## src/rtl/pfd_pkg.sv

```systemverilog
package pfd_pkg;

  // Two flags {keep_high, keep_low}: both set means pass-through.
  typedef enum logic [1:0] {
    FD_PASS = 2'b11,
    FD_HIGH = 2'b10,
    FD_LOW  = 2'b01
  } fd_state_t;

  // Decision taken at a reference rising edge, given C before the toggle.
  function automatic fd_state_t fd_on_ref(input fd_state_t s, input logic c);
    fd_state_t n;
    n = s;
    case (s)
      FD_PASS: if (c)  n = FD_HIGH;
      FD_HIGH: if (!c) n = FD_PASS;
      default: n = s;
    endcase
    return n;
  endfunction

  // Decision taken at a feedback rising edge, given C before the toggle.
  function automatic fd_state_t fd_on_fb(input fd_state_t s, input logic c);
    fd_state_t n;
    n = s;
    case (s)
      FD_PASS: if (!c) n = FD_LOW;
      FD_LOW:  if (c)  n = FD_PASS;
      default: n = s;
    endcase
    return n;
  endfunction

  // Output selection: forced states override the XOR value.
  function automatic logic fd_drive(input fd_state_t s, input logic c);
    logic [1:0] f;
    f = s;
    return f[1] & (c | ~f[0]);
  endfunction

endpackage

```

## src/rtl/pfd_edge_sync.sv

```systemverilog
module pfd_edge_sync #(
  parameter int STAGES = 2
) (
  input  logic clk,
  input  logic rst,
  input  logic async_in,
  output logic rise_p
);
  localparam int LAST = STAGES - 1;

  logic [LAST:0] chain_q;
  logic          prev_q;

  always_ff @(posedge clk) begin
    if (rst) begin
      chain_q <= '0;
      prev_q  <= 1'b0;
    end else begin
      chain_q <= {chain_q[LAST-1:0], async_in};
      prev_q  <= chain_q[LAST];
    end
  end

  assign rise_p = chain_q[LAST] & ~prev_q;
endmodule

```

## src/rtl/pfd_fd_fsm.sv

```systemverilog
module pfd_fd_fsm
  import pfd_pkg::*;
(
  input  logic      clk,
  input  logic      rst,
  input  logic      ref_p,
  input  logic      fb_p,
  input  logic      c_pre,
  output fd_state_t state_q,
  output fd_state_t state_d
);
  fd_state_t after_ref;
  logic      c_mid;

  always_comb begin
    after_ref = ref_p ? fd_on_ref(state_q, c_pre) : state_q;
    // The reference toggle lands before the feedback edge is judged.
    c_mid     = c_pre ^ ref_p;
    state_d   = fb_p ? fd_on_fb(after_ref, c_mid) : after_ref;
  end

  always_ff @(posedge clk) begin
    if (rst) state_q <= FD_PASS;
    else     state_q <= state_d;
  end
endmodule

```

## src/rtl/halfrate_xor_pfd.sv

```systemverilog
module halfrate_xor_pfd
  import pfd_pkg::*;
#(
  parameter int SYNC_STAGES = 2
) (
  input  logic clk,
  input  logic rst,
  input  logic ref_in,
  input  logic fb_in,
  input  logic invert,
  output logic pfd_out
);
  localparam int NCH = 2;
  localparam int CH_REF = 0;
  localparam int CH_FB  = 1;

  logic [NCH-1:0] raw_in;
  logic [NCH-1:0] pulse;
  logic [NCH-1:0] half_q;
  logic [NCH-1:0] half_d;
  logic           ref_p;
  logic           fb_p;
  logic           ref_half_q;
  logic           fb_half_q;
  logic           c_now;
  logic           c_next;
  fd_state_t      fd_q;
  fd_state_t      fd_d;
  logic           out_q;

  assign raw_in = {fb_in, ref_in};

  for (genvar g = 0; g < NCH; g++) begin : g_ch
    pfd_edge_sync #(.STAGES(SYNC_STAGES)) u_sync (
      .clk(clk), .rst(rst), .async_in(raw_in[g]), .rise_p(pulse[g])
    );
    assign half_d[g] = half_q[g] ^ pulse[g];
    always_ff @(posedge clk) begin
      if (rst) half_q[g] <= 1'b0;
      else     half_q[g] <= half_d[g];
    end
  end

  assign ref_p      = pulse[CH_REF];
  assign fb_p       = pulse[CH_FB];
  assign ref_half_q = half_q[CH_REF];
  assign fb_half_q  = half_q[CH_FB];
  assign c_now      = ref_half_q ^ fb_half_q;
  assign c_next     = half_d[CH_REF] ^ half_d[CH_FB];

  pfd_fd_fsm u_fd (
    .clk(clk), .rst(rst), .ref_p(ref_p), .fb_p(fb_p),
    .c_pre(c_now), .state_q(fd_q), .state_d(fd_d)
  );

  always_ff @(posedge clk) begin
    if (rst) out_q <= 1'b0;
    else     out_q <= fd_drive(fd_d, c_next) ^ invert;
  end

  assign pfd_out = out_q;
endmodule

```

## config.mk

```make
export PLATFORM = sky130hd
export DESIGN_NAME = halfrate_xor_pfd
export DESIGN_NICKNAME = d
export VERILOG_FILES = /design/src/rtl/pfd_pkg.sv /design/src/rtl/pfd_edge_sync.sv /design/src/rtl/pfd_fd_fsm.sv /design/src/rtl/halfrate_xor_pfd.sv
export SDC_FILE = /design/constraint.sdc
export NUM_CORES = 1
export LEC_CHECK = 0
export CAP_MARGIN = 20
export CORE_AREA = 2 2 39 41
export CTS_BUF_LIST = sky130_fd_sc_hd__clkbuf_4 sky130_fd_sc_hd__clkbuf_8 sky130_fd_sc_hd__clkbuf_16
export CTS_CLUSTER_DIAMETER = 30
export DETAILED_ROUTE_END_ITERATION = 10
export DIE_AREA = 0 0 41 43
export SLEW_MARGIN = 10
export SYNTH_ARGS = -nofsm -noshare
export SYNTH_HDL_FRONTEND = slang
export SYNTH_SLANG_ARGS = --single-unit
```

## constraint.sdc

```tcl
create_clock -name clk -period 2.3 [get_ports clk]
set_input_delay 0.23 -clock clk [delete_from_list [all_inputs] [get_ports clk]]
set_output_delay 0.23 -clock clk [all_outputs]
set_load 0.01 [all_outputs]
```

==> impl_metrics.json, run 1 <==
{
  "worstSetupEndpointType": "flop",
  "drive_gt1_share_pct": 10.9,
  "drv_slew": 0,
  "syn_area_um2": 410,
  "post_cts_resized": 0,
  "p_sw_w": 0.0000825,
  "synth.most_common_cell": "dfxtp_1",
  "initial_core_util_pct": 29.7,
  "synthXorXnorAreaFrac_pct": 11.9,
  "final_core_utilization_pct": 36.6,
  "async_flop_share_pct": 0,
  "filler_cell_count": 135,
  "switching_share_pct": 21.2,
  "yosysSeqAreaShare_pct": 53.7,
  "cts_setup_buffers": 0,
  "synth-edff-count": 0,
  "wl_um": 535,
  "ant_nets": 0,
  "finClkSkew_ns": 0.000954,
  "clk_pin_slew_ns": 0.07,
  "finalCritPeriodShare_pct": 62.2,
  "drc": 0,
  "first_pass_iters": 2,
  "status": "finished clean",
  "power_frac_seq_pct": 52.9,
  "clk_path_buf_depth": 2,
  "die_width_um": 41,
  "cts_tree": "built",
  "pwr-share-clk_pct": 36.3,
  "grt_antenna_before_repair": 0,
  "place_congestion": 0.661,
  "cp_slowest_cell": "xnor3_1",
  "synth_compound_area_share_pct": 6.40,
  "slew_headroom_pct": 75.1,
  "intPower_w": 0.000306,
  "syn_avg_cell_area_um2": 10.8,
  "finalSetupViolations": 0,
  "design.die.area_um2": 1760,
  "synth-simple-area-share_pct": 21.0,
  "grt_usage_pct": 8.20,
  "cts_root_buffer": "clkbuf_4",
  "fin_nets": 52,
  "synthTopCellsByCount": "dfxtp_1 (11), nor2b_1 (7), nor2_1 (5)",
  "gr-total-overflow": 0,
  "cp.required_ns": 2.46,
  "dr_total_vias": 271,
  "yosysWarningCount": 0,
  "critPathMaxFanout": 3,
  "fp-row-count": 14,
  "place_ws_ns": 0.873,
  "clock.fmax_ghz": 0.699,
  "hold_buffers": 0,
  "critPathLaunchType": "flop",
  "cts_max_level": 1,
  "synth.ff_latch_count": 11,
  "grt_max_degree": 13,
  "wl_per_cell_um": 8.63,
  "setup_ws_ns": 0.870,
  "grt_pass1_vias": 237,
  "cp_top_family": "XOR/XNOR gates",
  "tightest_slew_ns": 0.373,
  "vias_per_cell": 4.37,
  "fin_tns_setup_ns": 0,
  "yosysTopAreaCellShare_pct": 53.7,
  "synthAdderAreaFrac_pct": 0,
  "min_period_ns": 1.43,
  "cap_violations": 0,
  "cts_buffers": 3,
  "diodes": 0,
  "holdCritPathClass": "flop to flop",
  "insertion_delay_ns": 0.27,
  "vdd_drop_max_mv": 0.295,
  "rsz0062_at_grt": "no",
  "core_region_area_um2": 1380,
  "drt-initial-drc-count": 1,
  "path_buf_inv": 0,
  "crit_arrival_ns": 1.59,
  "synth_top_family_by_area": "simple AND/OR/NAND/NOR gates",
  "hold_violations": 0,
  "synthMuxAreaShare_pct": 5.18,
  "cts_sinks": 11,
  "synth-main-ff-cell": "dfxtp_1",
  "grt_pass1_wl_um": 897,
  "power_w": 0.000389,
  "pwr-share-comb_pct": 10.7,
  "syn_nets": 43,
  "p_leak_nw": 0.204,
  "crit_type": "flop to flop",
  "die_y_um": 43,
  "powerDensity_nw_per_um2": 768,
  "critPathMaxStageDelay_ns": 0.43,
  "path_cells": "xnor3_1 > o2bb2ai_1 > mux2_1",
  "yosysTopAreaCell": "dfxtp_1",
  "portBuffers": 5,
  "syn2layout_area_growth_pct": 23.5,
  "yosys-top-cells-area": "dfxtp_1 (54%), nor2b_1 (11%), xnor2_1 (6.4%)",
  "ys_types": 16,
  "netlist_instances": 38,
  "io_pins": 6
}
stage by stage:
| stage | cells | hold WS, ns | area (µm²) |
|---|---|---|---|
| 2_1_floorplan | 38 | 0.358 | 410 |
| 3_3_place_gp | 58 | 0.420 | 477 |
| 3_5_place_dp | 58 | 0.429 | 477 |
| 4_1_cts | 62 | 0.445 | 507 |
| 5_1_grt | 62 | 0.461 | 507 |
| 6_report | 62 | 0.440 | 507 |
kinds of logic after synthesis:
logic type | after synthesis
AND/OR/NAND/NOR | 15
buffers and inverters | 2
multiplexers | 2
XOR/XNOR | 4
flip-flops | 11
AO/OA/AOI/OAI | 4
metal layers:
metal,part of all wire [%],track usage [%],routed length [µm]
met5,0,0,0
met4,3.7,6.00,20
met3,4.3,4.71,23
met2,46,10.9,244
met1,46,9.24,246
layout by cell type (no fill, tap or decap):
master and n:
a21oi_1 1, and3b_2 1, clkbuf_4 4, clkdlybuf4s50_1 5
dfxtp_1 11, inv_1 1, mux2_1 1, mux2i_1 1
nand2b_1 1, nand3b_1 1, nor2_1 5, nor2b_1 7
o21ai_0 1, o21bai_1 1, o2bb2ai_1 1, xnor2_1 3
xnor3_1 1
path summary, 6_finish.rpt:
check,endpoint,depth (start not counted),slack [ns],from
hold / removal,g_ch[0].u_sync.chain_q[1],1,0.44,g_ch[0].u_sync.chain_q[0]
setup / recovery,pfd_out,3,0.87,ref_half_q
hold reg to reg,g_ch[0].u_sync.chain_q[1],1,0.44,g_ch[0].u_sync.chain_q[0]
setup reg to reg,pfd_out,3,0.87,ref_half_q
flip-flops by register name, summed over array words and instances, names as in the netlist:
name                 flops
u_fd.state_q             2
g_ch.u_sync.prev_q       2
ref_half_q               1
pfd_out                  1
fb_half_q                1
g_ch.u_sync.chain_q      4
power groups by stage:
stage / clock network (W) / logic (W) / registers, W
2_1_floorplan: 0 / 0.0000266 / 0.000210
3_3_place_gp: 0 / 0.0000419 / 0.000210
3_5_place_dp: 0 / 0.0000421 / 0.000210
4_1_cts: 0.000147 / 0.0000424 / 0.000206
5_1_grt: 0.000157 / 0.0000460 / 0.000207
6_report: 0.000141 / 0.0000417 / 0.000206
layout make-up:
cell class | instances | area (µm²) | area share, %
flip-flops and latches | 11 | 220 | 43.5
multi-input cells | 25 | 183 | 36.0
well taps | 16 | 20.0 | 3.95
repair buffers | 5 | 50.0 | 9.88
inverters | 1 | 3.75 | 0.741
clock buffers | 4 | 30.0 | 5.93
No activity file was read; power rests on OpenSTA's default activity.
==> inputs of run 2 (changes only) <==
clock period = 1.4 ns   (was 2.3 ns; I/O delays follow)
==> run 2 against run 1 <==
Compared with the run above:
- register-to-register slack got worse by 0.81 ns
- hold slack got worse by 0.020 ns
- die area unchanged
- combinational power increased by 100%
- wire length increased by 7.7%
- fmax increased by 6.4%
- non-clock buffer count increased by 6
- sequential cell count unchanged
- critical endpoint unchanged
- largest cell class unchanged
==> impl_metrics.json, run 2 (synthesized netlist as in run 1, its figures left out) <==
{
  "worstSetupEndpointType": "flop",
  "portBuffers": 5,
  "design.die.area_um2": 1760,
  "cap_violations": 0,
  "vdd_drop_max_mv": 0.603,
  "hold_violations": 0,
  "drive_gt1_share_pct": 28.8,
  "powerDensity_nw_per_um2": 1160,
  "largest_reg_flops": 4,
  "r2r-start": "g_ch[0].u_sync.chain_q[1]",
  "holdWs_ns": 0.420,
  "clk_path_buf_depth": 2,
  "post-dp-hpwl_um": 416,
  "reg_top3": "g_ch.u_sync.chain_q: 4 flops, g_ch.u_sync.prev_q: 2 flops, u_fd.state_q: 2 flops",
  "stdcell_area_um2": 563,
  "cts_tree": "built",
  "cp.required_ns": 1.56,
  "core_region_area_um2": 1380,
  "largest-register": "g_ch.u_sync.chain_q",
  "wl_per_cell_um": 8.47,
  "cts_root_buffer": "clkbuf_4",
  "placed_cell_area_um2": 522,
  "final_common_cell": "dfxtp_1",
  "rrSetupSlack_ns": 0.06,
  "finalCritPeriodShare_pct": 96.0,
  "fp-row-count": 14,
  "vias_per_cell": 4.10,
  "die_y_um": 43,
  "cp_slowest_cell": "mux2_1",
  "fin_tns_setup_ns": 0,
  "r2r_cells": 5,
  "cts_buffers": 3,
  "fin_nets": 58,
  "dr_total_vias": 279,
  "crit_type": "flop to flop",
  "critPathMaxStageDelay_ns": 0.32,
  "initial_core_util_pct": 29.7,
  "first_pass_iters": 2,
  "path_cells": "buf_4 > nand3b_1 > mux2i_1 > o2bb2ai_2 > mux2_1",
  "final_core_utilization_pct": 40.7,
  "grt_antenna_before_repair": 0,
  "die_width_um": 41,
  "status": "finished clean",
  "crit_end": "pfd_out",
  "crit_arrival_ns": 1.50,
  "ant_nets": 0,
  "wl_um": 576,
  "io_pins": 6,
  "gr-total-overflow": 0,
  "finClkSkew_ns": 0.00229,
  "cts_setup_buffers": 0,
  "startpoint": "g_ch[0].u_sync.chain_q[1]",
  "drc": 0,
  "insertion_delay_ns": 0.27,
  "diodes": 0,
  "cts_sinks": 11,
  "drt-initial-drc-count": 1,
  "place_congestion": 0.736,
  "cts_max_level": 1,
  "finalSetupViolations": 0,
  "critPathLaunchType": "flop",
  "holdCritPathClass": "input port to flop",
  "p_leak_nw": 0.237,
  "clk_pin_slew_ns": 0.07,
  "clock.fmax_ghz": 0.744,
  "layout_common_cells": "dfxtp_1 (9), nor2b_1 (6), buf_4 (6)",
  "r2r-end": "pfd_out",
  "tightest_slew_ns": 0.232,
  "grt_max_degree": 7,
  "grt_pass1_wl_um": 1020,
  "critPathMaxFanout": 2,
  "drv_slew": 0,
  "grt_pass1_vias": 262,
  "min_period_ns": 1.34,
  "slew_headroom_pct": 84.1,
  "syn2layout_area_growth_pct": 37.2,
  "hold_buffers": 0,
  "grt_usage_pct": 9.21
}
run 2: cell types whose count changed in the layout (fill, tap and decap cells not counted):
cell,previous run,this run
o2bb2ai_1,1,0
nor2b_1,7,6
dfxtp_1,11,9
o2bb2ai_2,0,1
dfxtp_2,0,2
buf_4,0,6
nor2b_2,0,1
run 2: worst min path at each step:
stage	startpoint	to	slack [ns]	cells after the start
final	fb_in	g_ch[1].u_sync.chain_q[0]	0.42	2
after global routing	ref_in	g_ch[0].u_sync.chain_q[0]	0.44	2
after CTS	fb_in	g_ch[1].u_sync.chain_q[0]	0.41	2
after detailed placement	g_ch[0].u_sync.chain_q[0]	g_ch[0].u_sync.chain_q[1]	0.43	1
after global placement	g_ch[1].u_sync.chain_q[0]	g_ch[1].u_sync.chain_q[1]	0.42	1
after floorplan	ref_in	g_ch[0].u_sync.chain_q[0]	0.27	1
run 2: final cells by class:
cell class	count	area, µm²
timing repair buffer	11	95.1
sequential	11	223
multi-input combinational	25	191
tap	16	20.0
inverter	1	3.75
fill	138	821
clock buffer	4	30.0
run 2: where the power goes:
group,switching (W),internal [W]
clock network,0.000102,0.000130
logic,0.0000277,0.0000562
registers,0.00000901,0.000330
run 2: per-layer routing:
metal | share of wire [%] | track usage, %
met4 | 3.8 | 10.0
met1 | 49 | 11.6
met5 | 0 | 0
met2 | 43 | 11.9
met3 | 3.5 | 1.57
run 2: worst max-delay path: cells and delay by family, from the launching register on:
| kind | cells | cell delay [ns] |
|---|---|---|
| AOI/OAI and AO/OA | 1 | 0.13 |
| buffers and inverters | 1 | 0.13 |
| DFF | 1 | 0.31 |
| muxes | 2 | 0.59 |
| and+or+nand+nor | 1 | 0.08 |
run 2: what timing repair did:
action | 4_1_cts | 5_1_grt
setup endpoints to repair | 0 | 1
endpoints found under the hold margin | 0 | 0
gates resized for setup | 0 | 4
run 2: through the flow:
step | setup slack [ns] | power (W) | cells
after floorplan | 0.0546 | 0.000389 | 38
after global placement | 0.0420 | 0.000425 | 64
after detailed placement | 0.0235 | 0.000425 | 64
after CTS | 0.0168 | 0.000659 | 68
after global routing | -0.00675 | 0.000692 | 68
final | 0.0557 | 0.000655 | 68
==> inputs of run 3 (changes only) <==
CTS_CLUSTER_SIZE = 30   (was default)
==> results of run 3 <==
No change in the layout: final DEF, timing and power equal those of run 2.
